File: src/rtl/coh_pkg.sv
// Shared types for the single-line coherence controller.
// Assumes state codes are fixed; a value of 4 or above denotes a transient state.
package coh_pkg;
    localparam int STW    = 4;
    localparam int NUM_ST = 9;

    typedef enum logic [STW-1:0] {
        ST_INV = 4'd0,
        ST_SC  = 4'd1,
        ST_EC  = 4'd2,
        ST_ED  = 4'd3,
        ST_RP  = 4'd4,
        ST_WP  = 4'd5,
        ST_RPO = 4'd6,
        ST_WPO = 4'd7,
        ST_SP  = 4'd8
    } line_st_t;

    typedef enum logic [2:0] {
        OP_NONE,
        OP_RDMISS,
        OP_WRMISS,
        OP_UPGRADE,
        OP_SILENT
    } bus_op_t;
endpackage

File: src/rtl/coh_arbiter.sv
// Fixed-priority arbiter: grants the lowest-index requester.
// Assumes the caller masks the grant when the bus is busy.
module coh_arbiter #(
    parameter int N  = 4,
    parameter int IW = 2
) (
    input  logic [N-1:0]  req,
    output logic [N-1:0]  gnt,
    output logic [IW-1:0] gnt_idx,
    output logic          gnt_vld
);
    // pick lowest set request bit
    always_comb begin
        gnt     = '0;
        gnt_idx = '0;
        gnt_vld = 1'b0;
        for (int i = N - 1; i >= 0; i--) begin
            if (req[i]) begin
                gnt     = '0;
                gnt[i]  = 1'b1;
                gnt_idx = IW'(i);
                gnt_vld = 1'b1;
            end
        end
    end
endmodule

File: src/rtl/coh_census.sv
// Counts how many caches sit in each state code.
// Assumes every state input holds a legal code.
module coh_census
    import coh_pkg::*;
#(
    parameter int N  = 4,
    parameter int CW = 3
) (
    input  logic     clk,
    input  logic     rst_n,
    input  line_st_t st  [N],
    output logic [CW-1:0] cnt [NUM_ST]
);
    // tally state occupancy
    always_comb begin
        for (int k = 0; k < NUM_ST; k++) begin
            cnt[k] = '0;
            for (int i = 0; i < N; i++) begin
                if (st[i] == line_st_t'(k)) cnt[k] = cnt[k] + CW'(1);
            end
        end
    end


    single_writer_chk: assert property (@(posedge clk) disable iff (!rst_n)
        cnt[int'(ST_WP)] <= CW'(1));
endmodule

File: src/rtl/coh_guard.sv
// Sticky detector for breaches of the coherence invariants.
// Assumes counts come from coh_census for the same cycle.
module coh_guard
    import coh_pkg::*;
#(
    parameter int CW = 3
) (
    input  logic          clk,
    input  logic          rst_n,
    input  logic [CW-1:0] cnt [NUM_ST],
    output logic          violation
);
    logic [CW:0] n_excl;
    logic        breach;

    // evaluate the four invariants
    always_comb begin
        n_excl = {1'b0, cnt[int'(ST_EC)]} + {1'b0, cnt[int'(ST_ED)]};
        breach = ((cnt[int'(ST_SC)] != '0) && (n_excl != '0))
              || (n_excl >= (CW+1)'(2))
              || ((cnt[int'(ST_RP)] != '0) && (cnt[int'(ST_WP)] != '0))
              || (cnt[int'(ST_WP)] >= CW'(2));
    end

    // hold the flag until reset
    always_ff @(posedge clk) begin
        if (!rst_n) violation <= 1'b0;
        else        violation <= violation | breach;
    end


    no_breach_chk: assert property (@(posedge clk) disable iff (!rst_n)
        !violation);
endmodule

File: src/rtl/coh_slot.sv
// Per-cache state register with snoop, request and completion logic.
// Assumes op is OP_NONE whenever completing is high.
module coh_slot
    import coh_pkg::*;
(
    input  logic     clk,
    input  logic     rst_n,
    input  logic     granted,
    input  bus_op_t  op,
    input  logic     completing,
    input  logic     any_rpo,
    input  logic     any_sp,
    input  logic     multi_rp,
    output line_st_t st
);
    line_st_t nxt;

    // next-state selection
    always_comb begin
        nxt = st;
        if (completing) begin
            unique case (st)
                ST_RP:         nxt = (any_rpo || any_sp || multi_rp) ? ST_SC : ST_EC;
                ST_RPO, ST_SP: nxt = ST_SC;
                ST_WP:         nxt = ST_ED;
                ST_WPO:        nxt = ST_INV;
                default:       nxt = st;
            endcase
        end else if (granted) begin
            unique case (op)
                OP_RDMISS:             nxt = ST_RP;
                OP_WRMISS:             nxt = ST_WP;
                OP_UPGRADE, OP_SILENT: nxt = ST_ED;
                default:               nxt = st;
            endcase
        end else begin
            unique case (op)
                OP_RDMISS: begin
                    if (st == ST_ED)                       nxt = ST_RPO;
                    else if (st == ST_SC || st == ST_EC)   nxt = ST_SP;
                end
                OP_WRMISS:  nxt = (st == ST_ED) ? ST_WPO : ST_INV;
                OP_UPGRADE: if (st == ST_SC) nxt = ST_INV;
                default:    nxt = st;
            endcase
        end
    end

    // state register
    always_ff @(posedge clk) begin
        if (!rst_n) st <= ST_INV;
        else        st <= nxt;
    end


    transient_resolves_chk: assert property (@(posedge clk) disable iff (!rst_n)
        (st >= ST_RP) |=> (st < ST_RP));

    wp_to_dirty_chk: assert property (@(posedge clk) disable iff (!rst_n)
        (st == ST_WP) |=> (st == ST_ED));
endmodule

File: src/rtl/coh_line_ctrl.sv
// Top: arbitrates requests, classifies the bus operation and drives all slots.
// Assumes requests are sampled each clock; those seen while busy are dropped.
module coh_line_ctrl
    import coh_pkg::*;
#(
    parameter int N_CACHE = 4
) (
    input  logic                   clk,
    input  logic                   rst_n,
    input  logic [N_CACHE-1:0]     rd_req,
    input  logic [N_CACHE-1:0]     wr_req,
    output logic [STW*N_CACHE-1:0] line_state,
    output logic                   busy,
    output logic                   violation
);
    localparam int CW = $clog2(N_CACHE + 1);
    localparam int IW = (N_CACHE > 1) ? $clog2(N_CACHE) : 1;

    line_st_t         st [N_CACHE];
    logic [CW-1:0]    cnt [NUM_ST];
    logic [N_CACHE-1:0] gnt;
    logic [IW-1:0]    gnt_idx;
    logic             gnt_vld;
    line_st_t         sel_st;
    logic             sel_wr;
    bus_op_t          op;

    coh_arbiter #(.N(N_CACHE), .IW(IW)) u_arb (
        .req(rd_req | wr_req), .gnt(gnt), .gnt_idx(gnt_idx), .gnt_vld(gnt_vld)
    );

    coh_census #(.N(N_CACHE), .CW(CW)) u_census (
        .clk(clk), .rst_n(rst_n), .st(st), .cnt(cnt)
    );

    coh_guard #(.CW(CW)) u_guard (
        .clk(clk), .rst_n(rst_n), .cnt(cnt), .violation(violation)
    );

    // busy while any transient state exists
    always_comb begin
        busy = (cnt[int'(ST_RP)] != '0) || (cnt[int'(ST_WP)] != '0)
            || (cnt[int'(ST_RPO)] != '0) || (cnt[int'(ST_WPO)] != '0)
            || (cnt[int'(ST_SP)] != '0);
    end

    // classify the granted request into a bus operation
    always_comb begin
        sel_st = st[gnt_idx];
        sel_wr = wr_req[gnt_idx];
        op     = OP_NONE;
        if (!busy && gnt_vld) begin
            if (sel_wr) begin
                unique case (sel_st)
                    ST_INV:  op = OP_WRMISS;
                    ST_SC:   op = OP_UPGRADE;
                    ST_EC:   op = OP_SILENT;
                    default: op = OP_NONE;
                endcase
            end else if (sel_st == ST_INV) begin
                op = OP_RDMISS;
            end
        end
    end

    for (genvar i = 0; i < N_CACHE; i++) begin : g_slot
        coh_slot u_slot (
            .clk(clk), .rst_n(rst_n),
            .granted(gnt[i] && !busy),
            .op(op),
            .completing(busy),
            .any_rpo(cnt[int'(ST_RPO)] != '0),
            .any_sp(cnt[int'(ST_SP)] != '0),
            .multi_rp(cnt[int'(ST_RP)] >= CW'(2)),
            .st(st[i])
        );
        assign line_state[STW*i +: STW] = st[i];
    end


    grant_onehot_chk: assert property (@(posedge clk) disable iff (!rst_n)
        $onehot0(gnt));

    busy_one_cycle_chk: assert property (@(posedge clk) disable iff (!rst_n)
        busy |=> !busy);
endmodule

File: config.mk
export PLATFORM = sky130hd
export DESIGN_NAME = coh_line_ctrl
export DESIGN_NICKNAME = d
export VERILOG_FILES = /design/src/rtl/coh_pkg.sv /design/src/rtl/coh_arbiter.sv /design/src/rtl/coh_census.sv /design/src/rtl/coh_guard.sv /design/src/rtl/coh_slot.sv /design/src/rtl/coh_line_ctrl.sv
export SDC_FILE = /design/constraint.sdc
export NUM_CORES = 1
export LEC_CHECK = 0
export ABC_CLOCK_PERIOD_IN_PS = 9400
export BUFFER_PORTS_ARGS = -buffer_cell sky130_fd_sc_hd__buf_2
export CAP_MARGIN = 10
export CORE_UTILIZATION = 30
export DETAILED_ROUTE_END_ITERATION = 8
export PLACE_DENSITY = 0.58
export SYNTH_ARGS = -nofsm -noshare
export SYNTH_HDL_FRONTEND = slang
export SYNTH_SLANG_ARGS = --single-unit
export TNS_END_PERCENT = 5
File: constraint.sdc
create_clock -name clk -period 9.4 [get_ports clk]
set_input_delay 1.41 -clock clk [delete_from_list [all_inputs] [get_ports clk]]
set_output_delay 1.41 -clock clk [all_outputs]
set_load 0.1 [all_outputs]
==> results.ini <==
[status]
status = complete, no violations

[drt]
route.final.wire_length_microns = 10100
drc = 0
ant_nets = 0
drt-wirelength-per-cell_microns = 16.9
vias = 3473
drt_iter0_drc = 345
route.detailed.vias_per_inst = 5.82
drt-pass1-iter-count = 5

[global_routing]
met2_use_gr_pct = 30.7
met1_layer_usage_reported_by_global_route_pct = 23.8
grt_start_max_net_pins = 21
grt.busiest_layer = met2
antenna_found_initial = 0
groute.layer.met3.usage_pct = 3.12
grt_usage_pct = 18.2
overflow_left_after_global_routing = 0
grt_pass1_wl_microns = 16200
grt_pass1_vias = 3332

[clock_tree]
clock-root-buffer = sky130_fd_sc_hd__clkbuf_8
clkSlewWorstSetupHoldPaths_ns = 0.07
clk_path_buf_depth = 2
tritoncts_clock_tree = done
cts-htree-levels = 1
clock_insertion_delay_worst_skew_ns = 0.26
cts_resized = 0
postCtsHoldBufs = 0
cts.sinks = 17
cts.repair_timing.setup_buffer_count = 0
cts-buffers-inserted = 3

[die]
floorplan.die.width_microns = 105
floorplan.die_area_sq_mm = 0.0109
initial_utilization_pct = 30.7
die_y_microns = 105
rows = 37
core_sq_mm = 0.0103
pin_count = 28

[place]
place_hpwl_microns = 8030
pre_cts_slack_ns = 4.01
area_after_detailed_placement_sq_mm = 0.00334
dp_cells = 593
last_weighted_congestion_value_of_the_routability_driven_placer = 0.951
port_buffers = 27

[worst_setup_path]
critPathArrivalTime_ns = 4.30
start_kind = register
timing_worst_setup_path_type = register to output pin
timing.critical_path.fanout_max = 20
end_kind = output pin
worstPathRequired_ns = 7.99

[timing]
slew_of_the_pin_with_the_lowest_slew_margin_ns = 1.09
clock-skew-final_ns = 0.00789
timing.final.setup_violations = 0
relSlewSlack_pct = 26.6
finalHoldViolCount = 0
finalSetupTns_ns = 0
grt_setup_unrepaired = false
timing.final.ws_setup_ns = 3.69
slew_viol_final = 0
timing.final.crit_share_pct = 60.7
period_needed_ns = 5.71
maximum_operating_frequency_mhz = 175
final_layout_worst_hold_slack_ns = 0.538

[synthesis]
synth.yosys.warnings = 0
ys_async_sr_fraction_pct = 0
synth_cell_type_count = 71
synth_fp_nets = 495
dominantRegCellSynth = sky130_fd_sc_hd__dfxtp_1
post_synth_inst_count = 457
synth_edf_count = 0
synthesis.area_per_instance_sq_um = 6.90
syn_area_sq_mm = 0.00316
synth-seq-area-share_pct = 10.8
synth.ff_latch_count = 17

[cells_and_area]
antennaDiodeCount = 0
num-nets-final = 500
drive_above_1_share_pct = 12.1
layout-area-overhead-vs-synth_pct = 7.22
design_area_sq_mm = 0.00338
finalNonFillerCells = 597

[power_and_ir_drop]
power_density_mw_per_mm2 = 345
comb_power_share_pct = 80.8
power.internal_uw = 422
seq_power_share_pct = 14.3
power_frac_clock_pct = 4.9
fraction_of_power_spent_switching_nets_pct = 63.8
switching_power_uw = 745
cellLeakagePower_uw = 0.00146
ir_worst_vdd_uv = 307

[hold_path]
worst_hold_path_type = register to register

[run]
cap_violations = 0

==> cells by family after synthesis <==
kind of cell,Yosys count,synth area share [%]
buffers and inverters,58,7.61
AND/OR/NAND/NOR,188,33.0
AO/OA/AOI/OAI,132,26.9
adder cells (fa/ha/maj),28,11.3
XOR/XNOR,17,4.72
flip-flops,17,10.8
multiplexers,17,5.59
==> cell usage after synthesis (9+ instances only) <==
master	count	area (sq um)
sky130_fd_sc_hd__a211oi_1	10	75.1
sky130_fd_sc_hd__a21oi_1	31	155
sky130_fd_sc_hd__a31oi_1	12	75.1
sky130_fd_sc_hd__clkbuf_1	18	67.6
sky130_fd_sc_hd__dfxtp_1	17	340
sky130_fd_sc_hd__ha_1	27	338
sky130_fd_sc_hd__inv_1	30	113
sky130_fd_sc_hd__mux2i_1	12	120
sky130_fd_sc_hd__nand2_1	39	146
sky130_fd_sc_hd__nand3_1	22	110
sky130_fd_sc_hd__nand4_1	9	56.3
sky130_fd_sc_hd__nor2_1	42	158
sky130_fd_sc_hd__nor3_1	14	70.1
sky130_fd_sc_hd__o21ai_0	32	160
sky130_fd_sc_hd__xnor2_1	11	96.3
==> per-stage QoR <==
step           util [%]  power (uW)
4_1_cts            32.9        1160
3_5_place_dp       32.5        1090
6_report           32.9        1170
2_1_floorplan         -         921
3_3_place_gp       32.5        1080
5_1_grt            32.9        1250
==> layout by cell type (no fill, tap or decap), drive strengths merged, types with 4 or more instances in the layout <==
cell,netlist,routed
o2111ai,4,4
buf,8,27
nor4b,4,4
nand2,39,39
and3,5,5
o211ai,4,4
xor2,6,6
and2,7,7
mux2i,12,12
or2,6,6
ha,27,27
nor3,14,14
dfxtp,17,17
o22ai,8,8
nor2,42,42
nand2b,6,6
inv,31,31
o21ai,33,33
nand3,22,22
or3,5,5
o31a,4,4
nor2b,6,6
xnor2,11,11
or4,4,4
a211oi,10,10
a21oi,31,31
nand4,9,9
a31oi,12,12
mux2,5,5
==> power groups by stage <==
stage | registers, uW | logic (uW) | clock network [uW]
after floorplan | 267 | 654 | 0
after global placement | 163 | 915 | 0
after detailed placement | 167 | 927 | 0
after CTS | 165 | 933 | 57.7
after global routing | 175 | 1010 | 61.1
final | 167 | 942 | 57.4
==> final timing paths <==
| check | from | to | slack, ns | cells after the start |
|---|---|---|---|---|
| setup / recovery | g_slot[2].u_slot.st[0] | busy | 3.69 | 10 |
| hold / removal | g_slot[0].u_slot.st[3] | g_slot[0].u_slot.st[3] | 0.54 | 2 |
| setup reg to reg | g_slot[2].u_slot.st[0] | g_slot[2].u_slot.st[2] | 4.62 | 12 |
| hold reg to reg | g_slot[0].u_slot.st[3] | g_slot[0].u_slot.st[3] | 0.54 | 2 |
==> flip-flops by register name (all words and copies together), names as in the netlist <==
| register | count |
|---|---|
| g_slot.u_slot.st | 16 |
| u_guard.violation | 1 |
==> final cells by class <==
cell class / instances / area (sq um)
well taps: 136 / 170
inverters: 31 / 116
flip-flops and latches: 17 / 340
clock buffers: 3 / 41.3
fillers: 1133 / 6890
repair buffers: 27 / 135
clock inverters: 1 / 5.00
multi-input cells: 382 / 2570
==> metal layers <==
metal  up-vias  wire (microns)
li1       1709               -
met1      1625            4470
met2       122            4710
met3        17             737
met4         0             163
met5         -               0
==> critical path, stage by stage (launching register included) <==
cell and delay, ns:
sky130_fd_sc_hd__dfxtp_1 0.64, sky130_fd_sc_hd__nor4bb_1 0.99, sky130_fd_sc_hd__mux2i_1 0.33, sky130_fd_sc_hd__ha_1 0.28
sky130_fd_sc_hd__or2_2 0.31, sky130_fd_sc_hd__or4_1 0.40, sky130_fd_sc_hd__o31a_1 0.14, sky130_fd_sc_hd__nand2_1 0.07
sky130_fd_sc_hd__and4_4 0.34, sky130_fd_sc_hd__inv_2 0.20, sky130_fd_sc_hd__buf_2 0.35
(Power assumes the default switching activity.)
